[config.mk]
export PLATFORM = sky130hd
export DESIGN_NAME = timer8_oc
export DESIGN_NICKNAME = d
export VERILOG_FILES = /design/src/rtl/timer8_pkg.sv /design/src/rtl/timer8_clksel.sv /design/src/rtl/timer8_counter.sv /design/src/rtl/timer8_compare.sv /design/src/rtl/timer8_oc.sv
export SDC_FILE = /design/constraint.sdc
export NUM_CORES = 1
export LEC_CHECK = 0
export BUFFER_PORTS_ARGS = -buffer_cell sky130_fd_sc_hd__buf_2
export CORE_MARGIN = 2
export CORE_UTILIZATION = 60
export CTS_BUF_LIST = sky130_fd_sc_hd__clkbuf_8
export DETAILED_ROUTE_END_ITERATION = 7
export PLACE_DENSITY_LB_ADDON = 0.12
export SYNTH_ARGS = -nofsm -noshare
export SYNTH_HDL_FRONTEND = slang
export SYNTH_SLANG_ARGS = --single-unit
[constraint.sdc]
create_clock -name clk -period 4.7 [get_ports clk]
set_input_delay 0.705 -clock clk [delete_from_list [all_inputs] [get_ports clk]]
set_output_delay 0.705 -clock clk [all_outputs]
set_load 0.1 [all_outputs]
[src/rtl/timer8_pkg.sv]
package timer8_pkg;

    localparam int NUM_PRE = 5;

    localparam logic [2:0] CS_STOP     = 3'b000;
    localparam logic [2:0] CS_EXT_FALL = 3'b110;
    localparam logic [2:0] CS_EXT_RISE = 3'b111;

    localparam int FLG_OVF = 0;
    localparam int FLG_CMP = 1;

    typedef enum logic [1:0] {
        MODE_FREE  = 2'b00,
        MODE_CTC   = 2'b01,
        MODE_PCORR = 2'b10,
        MODE_SPARE = 2'b11
    } tmr_mode_e;

    typedef enum logic [1:0] {
        ADDR_CNT  = 2'd0,
        ADDR_CMP  = 2'd1,
        ADDR_CTRL = 2'd2,
        ADDR_FLAG = 2'd3
    } tmr_addr_e;

    typedef struct packed {
        tmr_mode_e  mode;
        logic [2:0] csel;
    } tmr_ctrl_t;

    function automatic logic is_buffered(input tmr_mode_e m);
        return (m == MODE_CTC) || (m == MODE_PCORR);
    endfunction

endpackage

[src/rtl/timer8_clksel.sv]
module timer8_clksel
    import timer8_pkg::*;
(
    input  logic               clk,
    input  logic               rst,
    input  logic [2:0]         csel,
    input  logic [NUM_PRE-1:0] pre_tick,
    input  logic               ext_pin,
    output logic               tick
);

    logic sync1_q, sync2_q, prev_q;
    logic rise, fall, pre_sel;

    always_ff @(posedge clk) begin
        if (rst) begin
            sync1_q <= 1'b0;
            sync2_q <= 1'b0;
            prev_q  <= 1'b0;
        end else begin
            sync1_q <= ext_pin;
            sync2_q <= sync1_q;
            prev_q  <= sync2_q;
        end
    end

    assign rise = sync2_q & ~prev_q;
    assign fall = ~sync2_q & prev_q;

    always_comb begin
        pre_sel = 1'b0;
        for (int i = 0; i < NUM_PRE; i++) begin
            if (csel == 3'(i + 1)) pre_sel = pre_tick[i];
        end
    end

    always_comb begin
        case (csel)
            CS_STOP:     tick = 1'b0;
            CS_EXT_FALL: tick = fall;
            CS_EXT_RISE: tick = rise;
            default:     tick = pre_sel;
        endcase
    end

    AST_EXT_ONE_CYCLE: assert property (@(posedge clk) disable iff (rst)
        rise |=> !rise);
    AST_EXT_FALL_ONE_CYCLE: assert property (@(posedge clk) disable iff (rst)
        fall |=> !fall);

endmodule

[src/rtl/timer8_counter.sv]
module timer8_counter
    import timer8_pkg::*;
#(
    parameter int CNT_W = 8
) (
    input  logic             clk,
    input  logic             rst,
    input  logic             tick,
    input  tmr_mode_e        mode,
    input  logic             cnt_wr,
    input  logic [CNT_W-1:0] cnt_wdata,
    input  logic [CNT_W-1:0] cmp_act,
    output logic [CNT_W-1:0] count,
    output logic             dir_down,
    output logic             ovf_evt,
    output logic             at_top
);

    localparam logic [CNT_W-1:0] MAXV = {CNT_W{1'b1}};
    localparam logic [CNT_W-1:0] ONE  = CNT_W'(1);

    logic             step;
    logic [CNT_W-1:0] top_val, nxt_cnt;
    logic             nxt_dir;

    assign step    = tick && !cnt_wr;
    assign top_val = (mode == MODE_CTC) ? cmp_act : MAXV;
    assign at_top  = step && is_buffered(mode) && (count == top_val);

    always_comb begin
        nxt_cnt = count;
        nxt_dir = dir_down;
        ovf_evt = 1'b0;
        if (cnt_wr) begin
            nxt_cnt = cnt_wdata;
        end else if (tick) begin
            case (mode)
                MODE_PCORR: begin
                    if (!dir_down) begin
                        if (count == MAXV) begin
                            nxt_dir = 1'b1;
                            nxt_cnt = count - ONE;
                        end else begin
                            nxt_cnt = count + ONE;
                        end
                    end else if (count == '0) begin
                        nxt_dir = 1'b0;
                        nxt_cnt = count + ONE;
                    end else begin
                        nxt_cnt = count - ONE;
                        ovf_evt = (count == ONE);
                    end
                end
                MODE_CTC: begin
                    nxt_cnt = (count == cmp_act) ? '0 : count + ONE;
                    ovf_evt = (count == MAXV);
                end
                default: begin
                    nxt_cnt = count + ONE;
                    ovf_evt = (count == MAXV);
                end
            endcase
        end
    end

    always_ff @(posedge clk) begin
        if (rst) begin
            count    <= '0;
            dir_down <= 1'b0;
        end else begin
            count    <= nxt_cnt;
            dir_down <= nxt_dir;
        end
    end

    AST_HOLD_NO_TICK: assert property (@(posedge clk) disable iff (rst)
        (!tick && !cnt_wr) |=> $stable(count));
    AST_WR_PRIORITY: assert property (@(posedge clk) disable iff (rst)
        cnt_wr |=> (count == $past(cnt_wdata)));
    AST_UP_WRAP: assert property (@(posedge clk) disable iff (rst)
        (step && mode != MODE_PCORR && count == MAXV) |=> (count == '0));
    AST_PC_TURN: assert property (@(posedge clk) disable iff (rst)
        (step && mode == MODE_PCORR && !dir_down && count == MAXV)
        |=> (dir_down && count == MAXV - ONE));

endmodule

[src/rtl/timer8_compare.sv]
module timer8_compare
    import timer8_pkg::*;
#(
    parameter int CNT_W = 8
) (
    input  logic             clk,
    input  logic             rst,
    input  logic             tick,
    input  tmr_mode_e        mode,
    input  logic             cnt_wr,
    input  logic             cmp_wr,
    input  logic [CNT_W-1:0] wdata,
    input  logic [CNT_W-1:0] count,
    input  logic             dir_down,
    input  logic             at_top,
    output logic [CNT_W-1:0] cmp_act,
    output logic [CNT_W-1:0] cmp_buf,
    output logic             match_evt,
    output logic             wave
);

    logic supp_q;

    assign match_evt = tick && !cnt_wr && !supp_q && (count == cmp_act);

    always_ff @(posedge clk) begin
        if (rst) begin
            cmp_act <= '0;
            cmp_buf <= '0;
            supp_q  <= 1'b0;
            wave    <= 1'b0;
        end else begin
            if (!is_buffered(mode)) begin
                if (cmp_wr) begin
                    cmp_act <= wdata;
                    cmp_buf <= wdata;
                end
            end else begin
                if (at_top) cmp_act <= cmp_buf;
                if (cmp_wr) cmp_buf <= wdata;
            end

            if (cnt_wr)    supp_q <= 1'b1;
            else if (tick) supp_q <= 1'b0;

            if (match_evt) begin
                if (mode == MODE_PCORR) wave <= dir_down;
                else                    wave <= ~wave;
            end
        end
    end

    AST_SUPPRESS: assert property (@(posedge clk) disable iff (rst)
        cnt_wr |=> !match_evt);
    AST_BUF_HOLD: assert property (@(posedge clk) disable iff (rst)
        (is_buffered(mode) && !at_top) |=> $stable(cmp_act));
    AST_PC_WAVE: assert property (@(posedge clk) disable iff (rst)
        (match_evt && mode == MODE_PCORR) |=> (wave == $past(dir_down)));
    AST_MATCH_TOGGLE: assert property (@(posedge clk) disable iff (rst)
        (match_evt && mode != MODE_PCORR) |=> (wave != $past(wave)));

endmodule

[src/rtl/timer8_oc.sv]
module timer8_oc
    import timer8_pkg::*;
#(
    parameter int CNT_W = 8
) (
    input  logic               clk,
    input  logic               rst,
    input  logic [NUM_PRE-1:0] pre_tick,
    input  logic               ext_clk_in,
    input  logic               wr_en,
    input  logic [1:0]         wr_addr,
    input  logic [CNT_W-1:0]   wr_data,
    output logic [CNT_W-1:0]   count_o,
    output logic [CNT_W-1:0]   compare_o,
    output logic [CNT_W-1:0]   ctrl_o,
    output logic               ovf_flag_o,
    output logic               cmp_flag_o,
    output logic               wave_o
);

    localparam int CTRL_W   = $bits(tmr_ctrl_t);
    localparam int CTRL_PAD = CNT_W - CTRL_W;

    tmr_ctrl_t        ctrl_q;
    logic             cnt_wr, cmp_wr, ctl_wr, flg_wr;
    logic             tick, ovf_evt, at_top, match_evt, dir_down;
    logic [CNT_W-1:0] count, cmp_act, cmp_buf;
    logic             ovf_q, cmpf_q;

    assign cnt_wr = wr_en && (wr_addr == ADDR_CNT);
    assign cmp_wr = wr_en && (wr_addr == ADDR_CMP);
    assign ctl_wr = wr_en && (wr_addr == ADDR_CTRL);
    assign flg_wr = wr_en && (wr_addr == ADDR_FLAG);

    timer8_clksel u_clksel (
        .clk      (clk),
        .rst      (rst),
        .csel     (ctrl_q.csel),
        .pre_tick (pre_tick),
        .ext_pin  (ext_clk_in),
        .tick     (tick)
    );

    timer8_counter #(.CNT_W(CNT_W)) u_counter (
        .clk       (clk),
        .rst       (rst),
        .tick      (tick),
        .mode      (ctrl_q.mode),
        .cnt_wr    (cnt_wr),
        .cnt_wdata (wr_data),
        .cmp_act   (cmp_act),
        .count     (count),
        .dir_down  (dir_down),
        .ovf_evt   (ovf_evt),
        .at_top    (at_top)
    );

    timer8_compare #(.CNT_W(CNT_W)) u_compare (
        .clk       (clk),
        .rst       (rst),
        .tick      (tick),
        .mode      (ctrl_q.mode),
        .cnt_wr    (cnt_wr),
        .cmp_wr    (cmp_wr),
        .wdata     (wr_data),
        .count     (count),
        .dir_down  (dir_down),
        .at_top    (at_top),
        .cmp_act   (cmp_act),
        .cmp_buf   (cmp_buf),
        .match_evt (match_evt),
        .wave      (wave_o)
    );

    always_ff @(posedge clk) begin
        if (rst) begin
            ctrl_q <= '0;
            ovf_q  <= 1'b0;
            cmpf_q <= 1'b0;
        end else begin
            if (ctl_wr) begin
                ctrl_q.csel <= wr_data[2:0];
                ctrl_q.mode <= tmr_mode_e'(wr_data[4:3]);
            end
            ovf_q  <= ovf_evt   || (ovf_q  && !(flg_wr && wr_data[FLG_OVF]));
            cmpf_q <= match_evt || (cmpf_q && !(flg_wr && wr_data[FLG_CMP]));
        end
    end

    assign count_o    = count;
    assign compare_o  = cmp_buf;
    assign ctrl_o     = {{CTRL_PAD{1'b0}}, ctrl_q};
    assign ovf_flag_o = ovf_q;
    assign cmp_flag_o = cmpf_q;

    AST_OVF_SET: assert property (@(posedge clk) disable iff (rst)
        ovf_evt |=> ovf_flag_o);
    AST_CMP_SET: assert property (@(posedge clk) disable iff (rst)
        match_evt |=> cmp_flag_o);
    AST_STOPPED: assert property (@(posedge clk) disable iff (rst)
        (ctrl_q.csel == CS_STOP && !cnt_wr) |=> $stable(count_o));

endmodule

# [After elaboration in Yosys (flattened, before gate mapping)]
# Index checks and enable logic that the tools add are counted.
[totals] in_bits=19 output_inout_bits=27 regBits=37 wordCells=93
[op_classes] mux=28 addsub=2 n_reduce_logical=27 bitwise=6 eq_ne=17
[op_table] cell="2-to-1 mux 8 bit" count=10
[op_table] cell="equality test 8 bit" count=2
[op_table] cell="2-to-1 mux 1 bit" count=16
[op_table] cell="case mux 8 bit (2 select lines)" count=1
[op_table] cell="logical AND 1 bit" count=13
[op_table] cell="equality test 3 bit (second input constant)" count=4
[op_table] cell="adder 8 x 1 -> 8 bit (second input constant)" count=1
[op_table] cell="equality test 8 x 1 -> 1 bit (second input constant)" count=1
[op_table] cell="equality test 8 bit (second input constant)" count=1
[op_table] cell="zero test 8 bit" count=1
[op_table] cell="subtractor 8 x 1 -> 8 bit (second input constant)" count=1
[op_table] cell="equality test 2 bit (second input constant)" count=3
[op_table] cell="equality test 3 x 2 -> 1 bit (second input constant)" count=2
[op_table] cell="equality test 2 x 1 -> 1 bit (second input constant)" count=2
[op_table] cell="zero test 1 bit" count=4
[op_table] cell="inverter 1 bit" count=4
[op_table] cell="nonzero test 2 bit" count=2
[op_table] cell="equality test 3 x 1 -> 1 bit (second input constant)" count=1
[op_table] cell="zero test 3 bit" count=1
[op_table] cell="logical OR 1 bit" count=3
[op_table] cell="case mux 1 bit (3 select lines)" count=1
[op_table] cell="AND reduction 3 bit" count=1
[op_table] cell="AND 1 bit" count=2
[op_table] cell="zero test 2 bit" count=1
[op_table] cell="other kinds (2)" count=2

# [Depth between registers and ports, before layout]
[depth] ltp_word=12 depth_mapped=9 depth_no_buf=8

# [By module]
# A second synthesis with hierarchy kept.
[hier_totals] cells_unflattened=292 area_unflattened_um2=2504.9
[modules_own_cells] module="timer8_counter" cells_each=152 instances=1 area_per_inst_um2=1157.4 seq_area_each_um2=180.2
[modules_own_cells] module="timer8_compare" cells_each=87 instances=1 area_per_inst_um2=839.6 seq_area_each_um2=360.3
[modules_own_cells] module="timer8_oc" cells_each=38 instances=1 area_per_inst_um2=360.3 seq_area_each_um2=140.1
[modules_own_cells] module="timer8_clksel" cells_each=15 instances=1 area_per_inst_um2=147.6 seq_area_each_um2=60.1

# [Worst setup path before layout]
# OpenSTA, ideal clock, no wires.
[synth_path] path_type="register to register" start="reg u_counter.count[7]" end="reg u_compare.wave" n_path_buf=1 slack_ns=1.883 arrival_time_ns=2.742 t_required_ns=4.626 stages_incl_launch_ff=7 setup_time_ns=0.074 period_less_slack_ns=2.817 cell_sequence="dfxtp_1 > buf_2 > nor2b_1 > or4_4 > or4_4 > or3_1 > a31oi_1"
[synth_via] elab_chain_cells=2
[synth_lines] element="start, declared" line="timer8_counter.sv:13" text="output logic [CNT_W-1:0] count,"
[synth_lines] element="start signal, assigned" line="timer8_counter.sv:71" text="count <= nxt_cnt;"
[synth_lines] element="equality test 8 bit" line="timer8_compare.sv:24" text="assign match_evt = tick && !cnt_wr && !supp_q && (count == cmp_act);"
[synth_lines] element="logical AND 1 bit" line="timer8_compare.sv:24"
[synth_lines] element="end signal, assigned" line="timer8_compare.sv:47" text="if (mode == MODE_PCORR) wave <= dir_down;"
[synth_lines] element="end signal, assigned" line="timer8_compare.sv:48" text="else wave <= ~wave;"
[synth_lines] element="end, declared" line="timer8_compare.sv:19" text="output logic wave"
# Every way passes these cells.
# A chain may end at the register's enable or synchronous reset.

# [Worst setup path after layout]
[layout_path] start="in wr_en" end="reg u_compare.cmp_act[7]"
[layout_via] elab_chain_cells=7 elab_cells_between_ends=9 classes_between="1 x eq/ne; 8 x reduce/logical"
[layout_lines] element="start, declared" line="timer8_oc.sv:10" text="input logic wr_en,"
[layout_lines] element="logical AND 1 bit" line="timer8_oc.sv:30" text="assign cnt_wr = wr_en && (wr_addr == ADDR_CNT);"
[layout_lines] element="zero test 1 bit" line="timer8_counter.sv:26" text="assign step = tick && !cnt_wr;"
[layout_lines] element="logical AND 1 bit" line="timer8_counter.sv:26"
[layout_lines] element="logical AND 1 bit (2 in series)" line="timer8_counter.sv:28" text="assign at_top = step && is_buffered(mode) && (count == top_val);"
[layout_lines] element="!= test 2 bit (no line)"
[layout_lines] element="AND reduction 2 bit (no line) *"
[layout_lines] element="end signal, assigned" line="timer8_compare.sv:35" text="cmp_act <= wdata;"
[layout_lines] element="end signal, assigned" line="timer8_compare.sv:39" text="if (at_top) cmp_act <= cmp_buf;"
[layout_lines] element="end, declared" line="timer8_compare.sv:16" text="output logic [CNT_W-1:0] cmp_act,"
# Every way passes the cells marked *; elsewhere a longest branch is shown, timed or not.

==> results.py <==
metrics = {
    "timing": {
        "finalClockSkew_ps": 7.55,
        "tightestPinTransition_ps": 1110,
        "holdWs_ps": 456,
        "relSlewSlack_pct": 25.1,
        "period_share_pct": 59.6,
        "finalSetupTns_ps": 0,
        "drv_slew": 0,
        "timing.fmax_mhz": 357,
        "rsz0062_at_grt": "false",
        "final-setup-viol-count": 0,
        "hold_viol": 0,
        "fin_crit_ps": 2800,
    },
    "global_route": {
        "antenna_found_initial": 0,
        "globalRouteOverflowTotal": 0,
        "grt_max_degree": 29,
        "grtUsageTotal_pct": 27.8,
        "grt_pass1_vias": 1820,
        "grt_pass1_wl_mm": 8.96,
    },
    "clocking": {
        "post-cts-setup-buffer-count": 0,
        "clock_sinks": 37,
        "cts_tree": "yes",
        "cts_resized": 0,
        "htree_num_levels": 2,
        "insertion_delay_ps": 290,
        "root_buffer": "clkbuf_8",
        "clk_path_buf_depth": 2,
        "cts_made_buffers": 5,
        "path_clk_slew_ps": 70,
        "ctsHoldBuffers": 0,
    },
    "floorplanning": {
        "io_pins": 46,
        "coreArea_um2": 3630,
        "start_util_pct": 62.0,
        "die_h_um": 65.3,
        "die-area_um2": 4260,
        "die_x_um": 65.3,
        "rows": 22,
    },
    "detailed_routing": {
        "wl_mm": 5.65,
        "drc": 0,
        "dr_total_vias": 2135,
        "viasPerCell": 6.12,
        "final_antenna_net_count": 0,
        "drtPass1Iterations": 5,
        "wl_per_cell_um": 16.2,
        "drt_iter0_markers": 153,
    },
    "pwr": {
        "p_int_w": 0.000494,
        "p_comb_share_pct": 24.4,
        "power.density_nw_per_um2": 298,
        "pwr-share-clk_pct": 30.0,
        "power_frac_seq_pct": 45.5,
        "power.switching_w": 0.000259,
        "vdd_ir_drop_max_mv": 0.220,
        "static-leakage-power_nw": 1.20,
        "switching_share_pct": 34.4,
    },
    "cells_and_area": {
        "finalCoreUtilization_pct": 69.6,
        "fin_cells": 349,
        "diodes": 0,
        "area_delta_synth_final_pct": 12.3,
        "fin_nets": 326,
        "drive_gt1_share_pct": 20.3,
        "stdcell_area_um2": 2530,
    },
    "critical_path": {
        "critPathCaptureType": "flip-flop",
        "worstPathArrival_ps": 2980,
        "worstSetupStartpointType": "input pin",
        "path_max_fanout": 16,
        "crit_required_ps": 4880,
        "path_class": "in2reg",
    },
    "placed_design": {
        "placed_area_um2": 2440,
        "dp_hpwl_mm": 4.08,
        "place.gp.congestion": 0.934,
        "dp.cells": 342,
        "io_buffers": 42,
    },
    "logic_synthesis": {
        "synthFlopType": "dfxtp_1",
        "netlist_area_um2": 2250,
        "yosys_warnings": 0,
        "synth_top_area_cell": "dfxtp_1",
        "synth_edf_count": 0,
        "synth_cell_type_count": 47,
        "ys_seq_area_share_pct": 32.9,
        "ys_seq_elements": 37,
        "netlist_top_cells_area": "dfxtp_1 (33%), mux2i_1 (9.3%), nor2_1 (4.7%), o311a_1 (4.0%), a21oi_1 (3.3%)",
        "synthMostInstantiatedCell": "dfxtp_1",
        "synth_top_area_share_pct": 32.9,
        "async_flop_share_pct": 0,
        "syn_inst": 272,
        "synth_commonest_cells": "dfxtp_1 (37), nor2_1 (28), mux2i_1 (21), clkbuf_1 (16), nand2_1 (16)",
        "syn_avg_cell_area_um2": 8.28,
    },
    "flow_run": {
        "drv_cap": 0,
    },
    "outcome": {
        "status": "complete, no violations",
    },
    "worst_hold_path": {
        "worstHoldPathType": "reg2reg",
    },
}
[cells in the final DEF, fill, tap and decap left out, types with 4 or more instances in the layout]
master,n
buf_2,42
dfxtp_1,37
nor2_1,28
mux2i_1,21
nand2_1,16
a21oi_1,15
o21ai_0,13
inv_1,10
a31oi_1,10
o311a_1,9
nor2b_1,8
xor2_1,8
nand4_1,7
or3_1,7
nor4_1,6
nand3_1,6
ha_1,6
clkbuf_8,6
nand2b_1,4
[metrics by stage]
| step | setup slack (ps) | power, W |
|---|---|---|
| floorplan | 1880 | 0.000496 |
| global placement | 1680 | 0.000530 |
| detailed placement | 1630 | 0.000533 |
| CTS | 1950 | 0.000757 |
| global route | 1700 | 0.000786 |
| finish | 1900 | 0.000754 |
[layout make-up]
cell class,instances,area [µm²]
inverters,10,37.5
clock inverters,1,7.51
flip-flops and latches,37,741
well taps,48,60.1
repair buffers,44,225
clock buffers,6,82.6
multi-input cells,203,1380
fillers,295,1100
[metal layers]
| metal | GRT usage (%) | vias up | part of all wire (%) |
|---|---|---|---|
| met4 | 9.90 | 0 | 2.2 |
| met1 | 38.2 | 977 | 45 |
| met2 | 43.4 | 91 | 47 |
| met3 | 5.65 | 17 | 6.6 |
| met5 | 0 | - | 0 |
| li1 | - | 1050 | - |
[power groups by stage]
| stage | Clock, W | Sequential [W] | Combinational (W) |
|---|---|---|---|
| floorplan | 0 | 0.000395 | 0.000100 |
| global placement | 0 | 0.000350 | 0.000181 |
| detailed placement | 0 | 0.000350 | 0.000182 |
| CTS | 0.000231 | 0.000343 | 0.000183 |
| global route | 0.000245 | 0.000345 | 0.000196 |
| finish | 0.000226 | 0.000343 | 0.000184 |
[critical path, cell delays in order]
cell     delay, ps
buf_2          130
nor3b_1        140
buf_4          180
or4_4          550
nor4_2         920
o21ai_0        190
o311a_1        170
[cell families after synthesis]
family,Yosys count,synth area share [%]
simple gates,99,23.4
fa+ha+maj,6,3.33
xor+xnor,10,3.89
mux,23,10.8
other cells,1,0.166
flops,37,32.9
buf+inv,34,6.39
compound gates,62,19.2
[registers in the layout, indices dropped and copies added (netlist names)]
| register | count |
|---|---|
| u_compare.cmp_act | 8 |
| u_compare.cmp_buf | 8 |
| u_counter.count | 8 |
| ctrl_o | 5 |
| cmp_flag_o | 1 |
| ovf_flag_o | 1 |
| u_clksel.prev_q | 1 |
| u_clksel.sync1_q | 1 |
| u_clksel.sync2_q | 1 |
| u_compare.supp_q | 1 |
| u_compare.wave | 1 |
| u_counter.dir_down | 1 |
[worst paths after layout]
path,startpoint,end,slack (ps),cells after the start
max,wr_en,u_compare.cmp_act[7]$_SDFFE_PP0P_,1900,7
max reg2reg,u_counter.count[4]$_SDFFE_PP0P_,u_compare.cmp_act[7]$_SDFFE_PP0P_,2020,5
min reg2reg,cmp_flag_o$_SDFF_PP0_,cmp_flag_o$_SDFF_PP0_,460,2
min,cmp_flag_o$_SDFF_PP0_,cmp_flag_o$_SDFF_PP0_,460,2
Note: power is estimated with default switching activity, not from simulation.
